File: src/rtl/i2cm_fifo_pkg.sv
// Shared constants and the control-word layout of the I2C master byte buffer.
package i2cm_fifo_pkg;
    localparam int BYTE_W    = 8;
    localparam int THR_W     = 8;
    localparam int CTRL_W    = 2 * THR_W + 1;
    localparam int FLUSH_BIT = 2 * THR_W;

    // Control word: flush on top, high-water mark in the middle, low-water mark at the bottom.
    typedef struct packed {
        logic             flush;
        logic [THR_W-1:0] hi;
        logic [THR_W-1:0] lo;
    } fifo_ctrl_t;
endpackage

File: src/rtl/i2cm_fifo_store.sv
// Byte storage array with one write port and an asynchronous read of the head slot.
// Assumes the index inputs are already in range; contents carry no reset.
module i2cm_fifo_store
    import i2cm_fifo_pkg::*;
#(
    parameter int DEPTH = 128,
    parameter int AW    = $clog2(DEPTH)
) (
    input  logic              clk,
    input  logic              wr_en,
    input  logic [AW-1:0]     wr_idx,
    input  logic [BYTE_W-1:0] wr_data,
    input  logic [AW-1:0]     rd_idx,
    output logic [BYTE_W-1:0] rd_data
);
    logic [BYTE_W-1:0] mem [DEPTH];

    // Store an accepted byte at the tail slot.
    always_ff @(posedge clk) begin
        if (wr_en) begin
            mem[wr_idx] <= wr_data;
        end
    end

    // Present the head slot without a clock delay.
    assign rd_data = mem[rd_idx];
endmodule

File: src/rtl/i2cm_fifo_ptrs.sv
// Head/tail indices and the occupancy count. Drops writes when full and reads when empty,
// and a flush overrides both. Assumes DEPTH is a power of two so the indices wrap naturally.
module i2cm_fifo_ptrs #(
    parameter int DEPTH = 128,
    parameter int AW    = $clog2(DEPTH),
    parameter int CW    = $clog2(DEPTH + 1)
) (
    input  logic          clk,
    input  logic          rst_n,
    input  logic          push,
    input  logic          pop,
    input  logic          flush,
    output logic          wr_en,
    output logic [AW-1:0] wr_idx,
    output logic [AW-1:0] rd_idx,
    output logic [CW-1:0] count,
    output logic [CW-1:0] count_nxt,
    output logic          ovf
);
    localparam logic [CW-1:0] FULL_CNT = CW'(DEPTH);

    logic is_full;
    logic is_empty;
    logic do_push;
    logic do_pop;

    // Decide which requests are honoured this cycle and the resulting count.
    always_comb begin
        is_full   = (count == FULL_CNT);
        is_empty  = (count == '0);
        do_push   = push && !flush && !is_full;
        do_pop    = pop  && !flush && !is_empty;
        count_nxt = flush ? '0 : (count + CW'(do_push) - CW'(do_pop));
    end

    assign wr_en = do_push;

    // Advance indices and count, or clear them on reset or flush.
    always_ff @(posedge clk) begin
        if (!rst_n) begin
            wr_idx <= '0;
            rd_idx <= '0;
            count  <= '0;
            ovf    <= 1'b0;
        end else begin
            ovf   <= push && !flush && is_full;
            count <= count_nxt;
            if (flush) begin
                wr_idx <= '0;
                rd_idx <= '0;
            end else begin
                if (do_push) wr_idx <= wr_idx + AW'(1);
                if (do_pop)  rd_idx <= rd_idx + AW'(1);
            end
        end
    end
endmodule

File: src/rtl/i2cm_fifo_marks.sv
// Control word (water marks, self-clearing flush) and the threshold flags and events.
// Assumes count_nxt is the count that the next edge will load.
module i2cm_fifo_marks
    import i2cm_fifo_pkg::*;
#(
    parameter int CW = 8
) (
    input  logic             clk,
    input  logic             rst_n,
    input  logic             ctrl_we,
    input  fifo_ctrl_t       ctrl_in,
    input  logic [CW-1:0]    count,
    input  logic [CW-1:0]    count_nxt,
    output logic             flush,
    output logic [THR_W-1:0] hi_q,
    output logic [THR_W-1:0] lo_q,
    output logic             hi_evt,
    output logic             empty_evt,
    output logic             lo_flag
);
    logic hit_hi;
    logic hit_zero;

    // Decode the flush request and the event conditions for the coming edge.
    always_comb begin
        flush    = ctrl_we && ctrl_in.flush;
        hit_hi   = !flush && (32'(count_nxt) == 32'(hi_q)) && (count_nxt != count);
        hit_zero = !flush && (count_nxt == '0) && (count != '0);
        lo_flag  = (32'(count) <= 32'(lo_q));
    end

    // Hold the water marks written by software.
    always_ff @(posedge clk) begin
        if (!rst_n) begin
            hi_q <= '0;
            lo_q <= '0;
        end else if (ctrl_we) begin
            hi_q <= ctrl_in.hi;
            lo_q <= ctrl_in.lo;
        end
    end

    // Register the one-cycle events.
    always_ff @(posedge clk) begin
        if (!rst_n) begin
            hi_evt    <= 1'b0;
            empty_evt <= 1'b0;
        end else begin
            hi_evt    <= hit_hi;
            empty_evt <= hit_zero;
        end
    end
endmodule

File: src/rtl/i2cm_byte_fifo.sv
// Shared transmit/receive byte buffer of an I2C master. rx_mode picks which side writes
// and which reads; strobes of the inactive side are ignored. Assumes a single clock domain.
module i2cm_byte_fifo
    import i2cm_fifo_pkg::*;
#(
    parameter int DEPTH = 128,
    localparam int AW   = $clog2(DEPTH),
    localparam int CW   = $clog2(DEPTH + 1)
) (
    input  logic              clk,
    input  logic              rst_n,
    input  logic              rx_mode,
    input  logic              cpu_push,
    input  logic [BYTE_W-1:0] cpu_wdata,
    input  logic              cpu_pop,
    input  logic              eng_push,
    input  logic [BYTE_W-1:0] eng_wdata,
    input  logic              eng_pop,
    output logic [BYTE_W-1:0] head_data,
    input  logic              ctrl_we,
    input  logic [CTRL_W-1:0] ctrl_wdata,
    output logic [CTRL_W-1:0] ctrl_rdata,
    output logic [CW-1:0]     level,
    output logic              full,
    output logic              empty,
    output logic              lo_flag,
    output logic              hi_evt,
    output logic              empty_evt,
    output logic              ovf
);
    logic              push_sel;
    logic              pop_sel;
    logic [BYTE_W-1:0] push_byte;
    logic              wr_en;
    logic [AW-1:0]     wr_idx;
    logic [AW-1:0]     rd_idx;
    logic [BYTE_W-1:0] rd_data;
    logic [CW-1:0]     count;
    logic [CW-1:0]     count_nxt;
    logic              flush;
    logic [THR_W-1:0]  hi_q;
    logic [THR_W-1:0]  lo_q;
    fifo_ctrl_t        ctrl_in;

    // Route the active side's strobes and data into the buffer.
    always_comb begin
        push_sel  = rx_mode ? eng_push  : cpu_push;
        push_byte = rx_mode ? eng_wdata : cpu_wdata;
        pop_sel   = rx_mode ? cpu_pop   : eng_pop;
        ctrl_in   = fifo_ctrl_t'(ctrl_wdata);
    end

    i2cm_fifo_ptrs #(.DEPTH(DEPTH), .AW(AW), .CW(CW)) u_ptrs (
        .clk       (clk),
        .rst_n     (rst_n),
        .push      (push_sel),
        .pop       (pop_sel),
        .flush     (flush),
        .wr_en     (wr_en),
        .wr_idx    (wr_idx),
        .rd_idx    (rd_idx),
        .count     (count),
        .count_nxt (count_nxt),
        .ovf       (ovf)
    );

    i2cm_fifo_store #(.DEPTH(DEPTH), .AW(AW)) u_store (
        .clk     (clk),
        .wr_en   (wr_en),
        .wr_idx  (wr_idx),
        .wr_data (push_byte),
        .rd_idx  (rd_idx),
        .rd_data (rd_data)
    );

    i2cm_fifo_marks #(.CW(CW)) u_marks (
        .clk       (clk),
        .rst_n     (rst_n),
        .ctrl_we   (ctrl_we),
        .ctrl_in   (ctrl_in),
        .count     (count),
        .count_nxt (count_nxt),
        .flush     (flush),
        .hi_q      (hi_q),
        .lo_q      (lo_q),
        .hi_evt    (hi_evt),
        .empty_evt (empty_evt),
        .lo_flag   (lo_flag)
    );

    // Drive the status outputs from the registered count.
    always_comb begin
        level      = count;
        full       = (count == CW'(DEPTH));
        empty      = (count == '0);
        head_data  = empty ? '0 : rd_data;
        ctrl_rdata = {1'b0, hi_q, lo_q};
    end
endmodule

File: config.mk
export PLATFORM = sky130hd
export DESIGN_NAME = i2cm_byte_fifo
export DESIGN_NICKNAME = d
export VERILOG_FILES = /design/src/rtl/i2cm_fifo_pkg.sv /design/src/rtl/i2cm_fifo_store.sv /design/src/rtl/i2cm_fifo_ptrs.sv /design/src/rtl/i2cm_fifo_marks.sv /design/src/rtl/i2cm_byte_fifo.sv
export SDC_FILE = /design/constraint.sdc
export NUM_CORES = 1
export LEC_CHECK = 0
export BUFFER_PORTS_ARGS = -buffer_cell sky130_fd_sc_hd__buf_2
export CAP_MARGIN = 20
export CORE_MARGIN = 5
export CORE_UTILIZATION = 23
export CTS_CLUSTER_DIAMETER = 40
export DETAILED_ROUTE_END_ITERATION = 10
export PLACE_DENSITY_LB_ADDON = 0.08
export SYNTH_ARGS = -nofsm -noshare
export SYNTH_HDL_FRONTEND = slang
export SYNTH_SLANG_ARGS = --single-unit
File: constraint.sdc
create_clock -name clk -period 3.82 [get_ports clk]
set_clock_uncertainty 0.2 [all_clocks]
set_input_delay 0.191 -clock clk [delete_from_list [all_inputs] [get_ports clk]]
set_output_delay 0.191 -clock clk [all_outputs]
set_load 0.01 [all_outputs]
==> summary.txt, run 1 <==
TritonCTS clock tree: done
Worst slew pin tran: 1.109 ns
Tot Pwr: 34.89 mW
Pins over their slew limit: 0
Final wirelength: 129,100 um
H-tree depth: 4
Fmax: 259.3 MHz
CTS Buf Count: 188
Failing checks: negative setup slack
Worst-Skew Late Latency: 0.81 ns
EDFF count, synth: 1,024
I/O Pins: 80
Tmin final: 3.856 ns
Status: finished with violations
Fin. Hold Viols: 0
Commonest non-fill, non-tap cells in the layout: 1,024 x edfxtp_1, 231 x buf_4, 208 x mux4_2, 193 x clkbuf_16, 164 x nor2_1
Drc violations: 0
CORE AREA: 183,500 sq um
CP endpoint kind: primary output
Pre-antenna DRT Iters: 5
Initial Util: 23.18%
RSZ-0062 raised after global routing: yes
Synth Cell Area: 42,530 sq um
Die height: 440.0 um
Syn Inst Count: 2,203
Hpwl dp: 77,990 um
Overall Global Routing Usage: 13.18%
Final nets: 2,777
Yosys Warn Count: 0
Placed inst area: 47,620 sq um
Crit path DAT: 3.47 ns
Vias post-DR: 22,710
Iter 0 DRT Violations: 1,562
N_diodes: 0
Fraction of layout cells with a size suffix above 1: 35.34%
Final Cell Area: 56,210 sq um
Clk slew on worst S/H paths: 0.05 ns
Ys async rst share: 0%
Crit path kind: reg -> out
Vias in the first global route: 24,225
Grt total ovfl: 0
Cell Rows: 157
Port bufs: 78
Final core occ: 30.64%
Drt wl/cell: 24.18 um
P&R area growth vs syn: 32.16%
Net Count, Synth: 2,266
PwrDens: 620.7 nW/um^2
Fin crit share: 101.0%
Largest net degree at the start of global routing: 129
Most common cell after layout, fill and taps aside: edfxtp_1
Global placer's final weighted congestion: 0.7688
Seq/Total Area, Yosys: 74.55%
VDD IR max: 0.0004158 V
Initial antenna violation count: 2
Clock sink count: 1,072
Die Wd: 440.0 um
MaxCap Viol Count: 0
Number of synthesized register bits: 1,072
DIE AREA: 193,600 sq um
Worst Path Max Fanout: 6
CTS root buffer: clkbuf_16
Avg Inst Size Synth: 19.31 sq um
Routed Antenna Nets: 0
Vias/cell: 4.254
Max-slew headroom: 26.05%
Worst Path Required: 3.43 ns
P_leak: 17.92 nW
Startpoint types: flip-flop
Max Root-Sink Buffers: 3
First-pass GRT wire length: 181,700 um
Ys flop type: edfxtp_1
Final worst-path setup slack: -0.03631 ns
Yosys cell types: 58
Hold slack: 0.04888 ns
Hold WC Path Type: in -> reg
Final setup vio count: 3
Post-Route Setup TNS: -0.06026 ns
==> worst max-delay path, stage by stage, from the launching register on <==
cell and delay [ns]:
dfxtp_4 0.36, buf_12 0.15, buf_12 0.14, buf_4 0.11
mux4_2 0.47, mux2_2 0.32, a22o_4 0.26, nor3_4 0.20
or4_4 0.23, o21ai_1 0.07, buf_4 0.19, buf_2 0.13
==> metal layers <==
| layer | track usage (%) | routed length (um) |
|---|---|---|
| met5 | 0 | 0 |
| met1 | 18.14 | 60120 |
| met3 | 2.600 | 4954 |
| met4 | 4.330 | 3503 |
| met2 | 20.93 | 60500 |
==> worst paths after layout <==
check / cells after the start / slack, ns / to / start
worst max register to register: 17 / 0.07 / u_marks.hi_evt / u_ptrs.count[4]
worst min register to register: 2 / 0.31 / u_ptrs.rd_idx[6] / u_ptrs.rd_idx[6]
worst max-delay path: 11 / -0.04 / head_data[7] / flip-flop
worst min-delay path: 2 / 0.05 / u_store.mem[122][0] / eng_wdata[0]
==> flip-flops by register name, indices dropped and copies added, names as in the netlist, named ones only <==
register / count
u_store.mem: 1024
u_marks.hi_q: 8
u_marks.lo_q: 8
u_ptrs.count: 8
u_ptrs.rd_idx: 7
u_ptrs.wr_idx: 7
u_marks.empty_evt: 1
u_marks.hi_evt: 1
u_ptrs.ovf: 1
==> final cells by class <==
cell class,instances,area [sq um]
clock buffer,204,4786
clock inverter,147,1848
fill,17966,127300
inverter,19,71.32
multi-input combinational,991,10640
sequential,1072,31730
tap,2464,3083
timing repair buffer,442,4059
==> power breakdown <==
part,total [mW],leakage [nW],switching [mW],internal [mW]
Clock,17.3,3.15,6.24,11.1
Sequential,13.1,9.60,0.0568,13.1
Combinational,4.48,5.17,2.39,2.09
Total,34.9,17.9,8.69,26.2
==> timing repair <==
action / 4_1_cts / 5_1_grt
pin swaps: 11 / 27
hold buffers: 76 / 0
endpoints found under the setup margin: 9 / 10
gates resized for setup: 81 / 61
hold endpoints to repair: 145 / 0
gates cloned: 3 / 4
buffers inserted: 13 / 26
==> per-stage QoR <==
stage | setup WS (ns) | instances
after floorplan | 0.02487 | 2203
after global placement | -0.006539 | 4868
after detailed placement | -0.02819 | 4868
after CTS | -0.2074 | 5310
after global routing | -0.1359 | 5339
final | -0.03631 | 5339
==> synthesized netlist by cell type (6+ instances only) <==
cell type,count,area [sq um]
a211oi_1,37,277.8
a21oi_1,22,110.1
a22o_1,8,70.07
and3_1,8,50.05
buf_1,6,22.52
buf_2,35,175.2
buf_4,16,120.1
buf_6,15,168.9
clkbuf_1,46,172.7
dfxtp_1,48,960.9
edfxtp_1,1024,30750
ha_1,21,262.8
inv_1,19,71.32
mux2_2,30,337.8
mux2i_1,158,1582
mux4_2,208,4684
nand2_1,44,165.2
nand2b_1,20,125.1
nand3_1,19,95.09
nand4_1,14,87.58
nor2_1,172,645.6
nor2b_1,25,156.4
nor3_1,16,80.08
o211ai_1,9,67.56
o21ai_0,32,160.2
o21ai_1,8,40.04
o22ai_1,54,337.8
xnor2_1,9,78.83
xor2_1,15,131.4
==> cells by family after synthesis <==
kind of cell    count (synthesis)  synth area share (%)
flops                        1072                 74.55
mux                           397                 15.55
simple gates                  349                 3.859
compound gates                198                 3.045
buf+inv                       140                 1.824
xor+xnor                       24                0.4942
fa+ha+maj                      22                0.6648
other cells                     1              0.008816
Note: power is estimated with default switching activity, not from simulation.
==> run 2, diff against run 1 <==
Settings changed: SETUP_SLACK_MARGIN from default to 0.3.
==> run 2 against run 1 <==
The run still ends with negative setup slack left. Largest cell class unchanged. Cell count is essentially flat. Clock-buffer cell count increased by 6. Register-to-register slack worse by 0.06 ns. First-iteration DRC count fell by 1.9%. Utilization shrank 0.14 points. Combinational power shrank 1%. Critical endpoint is now head_data[0]. Design area shrank 0.44%.
==> summary.txt, run 2 (same netlist as run 1, synthesis figures left out) <==
Reg2Reg Depth: 16
Pins over their slew limit: 0
Hold WC Path Type: in -> reg
Global placer's final weighted congestion: 0.7426
Most common cell after layout, fill and taps aside: edfxtp_1
Worst slew pin tran: 1.167 ns
Port bufs: 78
Failing checks: negative setup slack
Grt total ovfl: 0
Crit-path slowest cell: mux4_2
Worst Hold End: u_store.mem[110][2]
I/O Pins: 80
Hold slack: 0.05373 ns
Final nets: 2,778
Fin. Hold Viols: 0
Hold Path Origin: eng_wdata[2]
Fraction of layout cells with a size suffix above 1: 34.83%
Clock sink count: 1,072
Startpoint types: flip-flop
Status: finished with violations
CTS Buf Count: 184
Pre-CTS setup slack: 0.07436 ns
Max FFs per register: 1,024
CTS root buffer: clkbuf_16
Max incr delay on CP: 0.48 ns
Initial Util: 23.18%
CP endpoint kind: primary output
FILL cells: 17,967
Worst Path Max Fanout: 7
DIE AREA: 193,600 sq um
TritonCTS clock tree: done
RSZ-0062 raised after global routing: yes
Die height: 440.0 um
PwrDens: 609.5 nW/um^2
Fin crit share: 100.9%
Worst Path Required: 3.43 ns
Worst R2R Start: u_ptrs.count[5]
Crit path DAT: 3.46 ns
Max-slew headroom: 22.23%
Max Root-Sink Buffers: 3
Fmax: 259.4 MHz
Final worst-path setup slack: -0.03541 ns
Final Cell Area: 55,970 sq um
Drt wl/cell: 24.24 um
Hpwl dp: 81,890 um
Placed inst area: 47,620 sq um
VDD IR max: 0.0004783 V
P&R area growth vs syn: 31.58%
Worst-Skew Late Latency: 0.81 ns
Vias in the first global route: 24,682
Cell Rows: 157
Overall Global Routing Usage: 13.39%
CP Cell Sequence: buf_12 > buf_16 > buf_12 > buf_4 > mux4_2 > mux4_2 > nor2_1 > a21oi_2 > nand4_1 > o21ai_4 > buf_2
P_leak: 17.80 nW
Tmin final: 3.855 ns
First-pass GRT wire length: 185,500 um
Final setup vio count: 3
Drc violations: 0
Final core occ: 30.50%
Commonest non-fill, non-tap cells in the layout: 1,024 x edfxtp_1, 227 x buf_4, 208 x mux4_2, 185 x clkbuf_16, 163 x nor2_1
Die Wd: 440.0 um
H-tree depth: 4
Clk slew on worst S/H paths: 0.05 ns
Final wirelength: 129,500 um
Worst Hold Depth: 3
Pre-antenna DRT Iters: 5
Largest register by flop count: u_store.mem
Routed Antenna Nets: 0
R2R Path End: u_marks.hi_evt
Iter 0 DRT Violations: 1,533
Crit path kind: reg -> out
CORE AREA: 183,500 sq um
Setup slack, reg-to-reg: 0.01 ns
Vias/cell: 4.244
MaxCap Viol Count: 0
Largest net degree at the start of global routing: 129
Initial antenna violation count: 2
Vias post-DR: 22,667
## run 2: worst max path at each step
stage                     from        endpoint  slack, ns  cells past startpoint
2_1_floorplan  u_ptrs.count[4]  u_marks.hi_evt       0.31                     17
3_3_place_gp         flip-flop    head_data[0]        0.1                     10
3_5_place_dp         flip-flop    head_data[0]       0.07                     10
4_1_cts              flip-flop    head_data[4]      -0.18                     12
5_1_grt        u_ptrs.count[5]  u_marks.hi_evt      -0.16                     16
6_report             flip-flop    head_data[0]      -0.04                     11
## run 2: area by class of cell
| type | instances | area [sq um] | area share (%) |
|---|---|---|---|
| clock inverters | 135 | 1589 | 2.839 |
| diodes | 3 | 7.507 | 0.01341 |
| repair buffers | 447 | 4131 | 7.382 |
| well taps | 2464 | 3083 | 5.509 |
| clock buffers | 210 | 4723 | 8.440 |
| flip-flops and latches | 1072 | 31730 | 56.70 |
| multi-input cells | 991 | 10630 | 18.99 |
| inverters | 19 | 71.32 | 0.1274 |
## run 2: metal layers
layer	up-vias	track usage [%]	wire length (um)
li1	10063	-	-
met1	11938	17.74	58100
met2	481	22.39	63440
met3	185	2.627	5185
met4	0	3.715	2740
met5	-	0	0
## run 2: power by group
group / total [mW] / switching [mW] / internal [mW]
Combinational: 4.43 / 2.36 / 2.07
Sequential: 13.1 / 0.0594 / 13.1
Clock: 16.6 / 6.03 / 10.5
## run 2: critical path, delay by kind of cell (launching register included)
| family | cells | cell delay, ns |
|---|---|---|
| muxes | 2 | 0.96 |
| buffers and inverters | 5 | 0.74 |
| and+or+nand+nor | 2 | 0.39 |
| DFF | 1 | 0.36 |
| AOI/OAI and AO/OA | 2 | 0.21 |
## run 2: through the flow
stage                     cells  power, mW  TNS [ns]
after global placement     4876      17.17         0
after floorplan            2203      15.75         0
final                      5341      34.11  -0.08375
after CTS                  5335      34.55    -1.029
after detailed placement   4876      17.15         0
after global routing       5338      35.52    -1.114
## run 2: timing repair
item                       in CTS  in global routing
cloned                          7                  0
hold endpoints to repair      147                  0
hold buffers                   84                  0
pin swaps                      17                 17
gates resized for setup       126                 24
buffers inserted               23                  3
setup endpoints to repair      10                109
